<file path="config.mk">
export PLATFORM = sky130hd
export DESIGN_NAME = spare_addr_mapper
export DESIGN_NICKNAME = d
export VERILOG_FILES = /design/src/rtl/nand_map_pkg.sv /design/src/rtl/map_ctrl.sv /design/src/rtl/map_datapath.sv /design/src/rtl/spare_addr_mapper.sv
export SDC_FILE = /design/constraint.sdc
export NUM_CORES = 1
export LEC_CHECK = 0
export BUFFER_PORTS_ARGS = -buffer_cell sky130_fd_sc_hd__buf_2
export CELL_PAD_IN_SITES_DETAIL_PLACEMENT = 0
export CELL_PAD_IN_SITES_GLOBAL_PLACEMENT = 1
export CORE_ASPECT_RATIO = 1.2
export CORE_MARGIN = 1.5
export CORE_UTILIZATION = 25
export DETAILED_ROUTE_END_ITERATION = 6
export PLACE_DENSITY = 0.63
export SLEW_MARGIN = 20
export SYNTH_ARGS = -nofsm -noshare
export SYNTH_HDL_FRONTEND = slang
export SYNTH_SLANG_ARGS = --single-unit
export TNS_END_PERCENT = 50
</file>
<file path="constraint.sdc">
create_clock -name clk -period 0.9 [get_ports clk]
set_clock_uncertainty 0.15 [all_clocks]
set_input_delay 0.135 -clock clk [delete_from_list [all_inputs] [get_ports clk]]
set_output_delay 0.135 -clock clk [all_outputs]
set_load 0.01 [all_outputs]
</file>
<file path="src/rtl/nand_map_pkg.sv">
package nand_map_pkg;
  // strobes from the control half to the datapath half
  typedef struct packed {
    logic       load;        // capture a new mapping
    logic       spareSel;    // result lies in the spare area
    logic       useColumn;   // column is already a spare offset
    logic [1:0] chunkShift;  // log2 of sectors per page
  } mapCtrl_t;
endpackage

</file>
<file path="src/rtl/map_ctrl.sv">
module map_ctrl
  import nand_map_pkg::*;
#(
  parameter int COL_W  = 13,
  parameter int SECTOR = 512
) (
  input  logic             clk,
  input  logic             rstN,
  input  logic             reqValid,
  input  logic [COL_W-1:0] column,
  input  logic [1:0]       pageSel,
  input  logic             spareOnly,
  output mapCtrl_t         ctrl,
  output logic [COL_W-1:0] pageBytes,
  output logic             respValid
);
  logic [1:0] shiftSel;

  always_comb begin
    case (pageSel)
      2'd0:    shiftSel = 2'd0;
      2'd1:    shiftSel = 2'd2;
      default: shiftSel = 2'd3;
    endcase
  end

  assign pageBytes      = COL_W'(SECTOR) << shiftSel;
  assign ctrl.load      = reqValid;
  assign ctrl.useColumn = spareOnly;
  assign ctrl.spareSel  = spareOnly || (column >= pageBytes);
  assign ctrl.chunkShift = shiftSel;

  always_ff @(posedge clk or negedge rstN) begin
    if (!rstN) respValid <= 1'b0;
    else       respValid <= reqValid;
  end
endmodule

</file>
<file path="src/rtl/map_datapath.sv">
module map_datapath
  import nand_map_pkg::*;
#(
  parameter int                COL_W      = 13,
  parameter int                SPARE_W    = 8,
  parameter int                ADDR_W     = 13,
  parameter int                NUM_BUF    = 8,
  parameter int                STRIDE     = 64,
  parameter logic [ADDR_W-1:0] SPARE_BASE = 13'h1000
) (
  input  logic               clk,
  input  logic               rstN,
  input  mapCtrl_t           ctrl,
  input  logic [COL_W-1:0]   column,
  input  logic [COL_W-1:0]   pageBytes,
  input  logic [SPARE_W-1:0] spareSize,
  output logic [ADDR_W-1:0]  bufAddr,
  output logic [COL_W-1:0]   runLen,
  output logic               inSpare
);
  localparam int IDX_W = $clog2(NUM_BUF);
  localparam int OFF_W = $clog2(STRIDE);

  logic [COL_W-1:0]   offs, share, spareW, base, inner, spareLen, mainLen;
  logic [SPARE_W-1:0] shareNarrow;
  logic [IDX_W:0]     chunks;
  logic [IDX_W-1:0]   lastIdx, idx;
  logic [NUM_BUF-1:1] geK;
  logic [ADDR_W-1:0]  spareAddr;

  assign offs        = ctrl.useColumn ? column : column - pageBytes;
  assign shareNarrow = (spareSize >> ctrl.chunkShift) & ~SPARE_W'(1);
  assign share       = COL_W'(shareNarrow);
  assign spareW      = COL_W'(spareSize);
  assign chunks      = (IDX_W+1)'(1) << ctrl.chunkShift;
  assign lastIdx     = IDX_W'(chunks - 1'b1);

  // one threshold compare per window edge; only edges below the last used window count
  for (genvar k = 1; k < NUM_BUF; k++) begin : g_edge
    assign geK[k] = (IDX_W'(k) <= lastIdx) && (offs >= COL_W'(k) * share);
  end

  always_comb begin
    idx = '0;
    for (int k = 1; k < NUM_BUF; k++) idx = idx + IDX_W'(geK[k]);
  end

  assign base      = COL_W'(idx) * share;
  assign inner     = offs - base;
  assign spareAddr = SPARE_BASE + ADDR_W'(idx) * ADDR_W'(STRIDE) + ADDR_W'(inner[OFF_W-1:0]);
  assign mainLen   = pageBytes - column;

  always_comb begin
    if (idx != lastIdx)      spareLen = share - inner;
    else if (offs < spareW)  spareLen = spareW - offs;
    else                     spareLen = '0;
  end

  always_ff @(posedge clk or negedge rstN) begin
    if (!rstN) begin
      bufAddr <= '0;
      runLen  <= '0;
      inSpare <= 1'b0;
    end else if (ctrl.load) begin
      bufAddr <= ctrl.spareSel ? spareAddr : ADDR_W'(column);
      runLen  <= ctrl.spareSel ? spareLen : mainLen;
      inSpare <= ctrl.spareSel;
    end
  end
endmodule

</file>
<file path="src/rtl/spare_addr_mapper.sv">
module spare_addr_mapper
  import nand_map_pkg::*;
#(
  parameter int COL_W   = 13,
  parameter int SPARE_W = 8,
  parameter int ADDR_W  = 13
) (
  input  logic               clk,
  input  logic               rstN,
  input  logic               reqValid,
  input  logic [COL_W-1:0]   column,
  input  logic [1:0]         pageSel,
  input  logic [SPARE_W-1:0] spareSize,
  input  logic               spareOnly,
  output logic               respValid,
  output logic [ADDR_W-1:0]  bufAddr,
  output logic [COL_W-1:0]   runLen,
  output logic               inSpare
);
  mapCtrl_t         ctrl;
  logic [COL_W-1:0] pageBytes;

  map_ctrl #(.COL_W(COL_W), .SECTOR(512)) u_ctrl (
    .clk(clk), .rstN(rstN), .reqValid(reqValid), .column(column),
    .pageSel(pageSel), .spareOnly(spareOnly), .ctrl(ctrl),
    .pageBytes(pageBytes), .respValid(respValid)
  );

  map_datapath #(.COL_W(COL_W), .SPARE_W(SPARE_W), .ADDR_W(ADDR_W)) u_dp (
    .clk(clk), .rstN(rstN), .ctrl(ctrl), .column(column),
    .pageBytes(pageBytes), .spareSize(spareSize),
    .bufAddr(bufAddr), .runLen(runLen), .inSpare(inSpare)
  );
endmodule

</file>
==> flow_summary.json <==
{
  "status": "finished, violations left",
  "violations": "setup timing",
  "cp_max_fo": 4,
  "rows": 61,
  "holdPathStages": 3,
  "ys_types": 76,
  "grt_first_pass_wirelength_mm": 34.1,
  "cts_made_buffers": 3,
  "die_h_um": 172,
  "overflow": 0,
  "synth_edf_count": 0,
  "p_leak_nw": 4.54,
  "ir_drop_mv": 2.84,
  "ys_ff_latch": 28,
  "first_pass_iters": 4,
  "synth_xor_xnor_area_share_pct": 9.82,
  "p_per_area_mw_per_mm2": 4090,
  "gp_congestion": 0.842,
  "whs_ns": 0.0142,
  "nets": 1207,
  "period_needed_ns": 8.45,
  "htree_levels": 1,
  "num_io_pins": 55,
  "port-buffer-count": 54,
  "startpoint_type": "input pin",
  "min_path_type": "in -> reg",
  "fin_area_mm2": 0.00949,
  "cpMaxStageDelayCell": "fa_2",
  "synth_compound_area_share_pct": 24.0,
  "synth-simple-area-share_pct": 18.2,
  "syn_avg_cell_area_um2": 7.59,
  "synthToLayoutAreaGrowth_pct": 59.1,
  "dieArea_mm2": 0.0248,
  "clkPwrFrac_pct": 2.8,
  "slew_headroom_pct": 64.6,
  "postRouteAntennaNets": 0,
  "critPathBufInv": 5,
  "viasPerCell": 4.73,
  "crit_path_end_kind": "flip-flop",
  "nFillCells": 2402,
  "cp_top_family": "adder cells",
  "setup_ws_ns": -7.55,
  "multi_input_area_mm2": 0.00555,
  "cp.depth": 38,
  "setup.worst_path.class": "in -> reg",
  "antenna_cells": 0,
  "grt_pass1_vias": 6613,
  "worst_pin_slew_ns": 0.528,
  "hpwlAfterDp_mm": 18.3,
  "combPwrFrac_pct": 91.9,
  "cts.sinks": 28,
  "final-setup-viol-count": 54,
  "antenna_found_initial": 0,
  "hold_violations": 0,
  "cts_tree": "yes",
  "p_sw_mw": 17.3,
  "drt_iter0_markers": 219,
  "track_usage_pct": 17.7,
  "synthMuxAreaShare_pct": 2.18,
  "synthArstFlopShare_pct": 100,
  "synth_seq_area_share_pct": 11.7,
  "clkTransAtPathRegs_ns": 0.06,
  "finalCritPeriodShare_pct": 939,
  "syn-instance-count": 786,
  "cts_max_path_buffers": 2,
  "ff_latch_area_um2": 701,
  "rsz0062_at_grt": "yes",
  "wl_per_cell_um": 15.6,
  "route.detailed.drc": 0,
  "synth_top_family_by_area": "adder cells",
  "core_mm2": 0.0233,
  "synthAdderAreaFrac_pct": 26.1,
  "die_w_um": 144,
  "cp_common_cell": "ha_1",
  "required_ns": 0.87,
  "drv_cap": 0,
  "root_buffer": "clkbuf_16",
  "slew_viol_final": 0,
  "worst_path_largest_cell_delay_ns": 0.56,
  "grt_max_degree": 44,
  "reg2regPathDepth": 3,
  "crit_arrival_ns": 8.43,
  "yosys_warnings": 0,
  "syn_area_mm2": 0.00596,
  "placed_area_mm2": 0.00848,
  "p_seq_share_pct": 5.3,
  "swShare_pct": 44.8,
  "initial_utilization_pct": 25.6,
  "vias": 6552,
  "intPower_mw": 21.4,
  "wirelength_mm": 21.6,
  "ys.flop_type": "dfrtp_1",
  "drive_gt1_share_pct": 42.9,
  "clk_latency_ns": 0.26,
  "max_freq_ghz": 0.118
}
## cell usage after synthesis, types with 16 or more instances
cell type	count	area [µm²]
xnor2_1	50	438
a31oi_1	17	106
a21oi_1	49	245
dfrtp_1	28	701
clkbuf_1	25	93.8
nand2b_1	16	100
inv_1	71	267
nor2_1	65	244
ha_1	95	1190
o21ai_0	50	250
o21a_1	16	120
a21o_1	17	128
nand2_1	73	274
nor3_1	16	80.1
## final timing paths
check                                        startpoint                      endpoint  slack, ns
max                                          pageSel[0]   u_dp.runLen[12]$_DFFE_PN0P_      -7.55
min                                          column[10]  u_dp.bufAddr[10]$_DFFE_PN0P_       0.01
max reg2reg                  u_dp.runLen[8]$_DFFE_PN0P_    u_dp.runLen[8]$_DFFE_PN0P_      -0.10
min reg2reg                u_dp.bufAddr[11]$_DFFE_PN0P_  u_dp.bufAddr[11]$_DFFE_PN0P_       0.33
max in group asynchronous                          rstN  u_dp.bufAddr[10]$_DFFE_PN0P_       0.24
min in group asynchronous                          rstN   u_dp.bufAddr[0]$_DFFE_PN0P_       0.20
## power groups by stage
stage	Sequential, mW	Clock [mW]	Combinational [mW]
floorplan	2.23	0	16.5
global placement	2.01	0	25.3
detailed placement	2.03	0	25.2
CTS	2.01	1.11	32.0
global route	2.12	1.20	38.1
finish	2.06	1.07	35.6
## tightest hold or removal path: cells and delay by family
kind,cells,cell delay (ns)
buffers and inverters,1,0.13
AOI/OAI and AO/OA,1,0.05
and+or+nand+nor,1,0.07
## routing by layer
metal | part of all wire [%] | routed length (µm) | GRT usage, %
met5 | 0 | 0 | 0
met3 | 3.7 | 803 | 0.969
met1 | 44 | 9480 | 22.3
met2 | 51 | 10900 | 32.9
met4 | 1.7 | 374 | 3.55
## cells in the final DEF (no fill, tap or decap), types with 13 or more instances in the layout
| cell type | Yosys | routed |
|---|---|---|
| a21o_1 | 17 | 17 |
| a21oi_1 | 49 | 35 |
| a21oi_2 | 0 | 13 |
| a31oi_1 | 17 | 13 |
| buf_2 | 6 | 39 |
| buf_4 | 0 | 234 |
| buf_6 | 3 | 40 |
| dfrtp_1 | 28 | 28 |
| ha_1 | 95 | 85 |
| inv_1 | 71 | 65 |
| nand2_1 | 73 | 62 |
| nand2b_1 | 16 | 15 |
| nor2_1 | 65 | 57 |
| nor3_1 | 16 | 16 |
| o21a_1 | 16 | 14 |
| o21ai_0 | 50 | 35 |
| xnor2_1 | 50 | 34 |
## metrics by stage
step | setup TNS, ns | utilization, % | setup WS [ns] | instances | total power, mW
2_1_floorplan | -134.68 | - | -7.83 | 787 | 18.8
3_3_place_gp | -144.17 | 36.4 | -7.95 | 1357 | 27.3
3_5_place_dp | -145.45 | 36.4 | -8.04 | 1357 | 27.2
4_1_cts | -137.57 | 39.1 | -7.56 | 1373 | 35.1
5_1_grt | -145.66 | 40.7 | -7.87 | 1386 | 41.4
6_report | -137.95 | 40.7 | -7.55 | 1386 | 38.8
## cells by family after synthesis
family / Yosys count
flip-flops: 28
buffers and inverters: 114
multiplexers: 12
AND/OR/NAND/NOR: 228
other: 2
XOR/XNOR: 66
AO/OA/AOI/OAI: 217
adder cells (fa/ha/maj): 119
## cell type report
cell class,count,area share [%]
repair buffers,316,25.8
inverters,78,3.17
flip-flops and latches,28,7.39
multi-input cells,645,58.6
clock buffers,4,0.937
well taps,315,4.16
## sequential cells by signal, summed over array words and instances (netlist names)
| signal | count |
|---|---|
| u_dp.inSpare | 1 |
| u_dp.bufAddr | 13 |
| u_dp.runLen | 13 |
| u_ctrl.respValid | 1 |
## what timing repair did
item                                    in CTS  in global routing
hold buffers                                 1                  0
endpoints found under the setup margin      55                 55
gates resized for setup                    102                 60
pin swaps                                   43                 29
buffers inserted                            13                 15
cloned                                       0                  1
hold endpoints to repair                    28                  0
No activity file was read; power rests on OpenSTA's default activity.
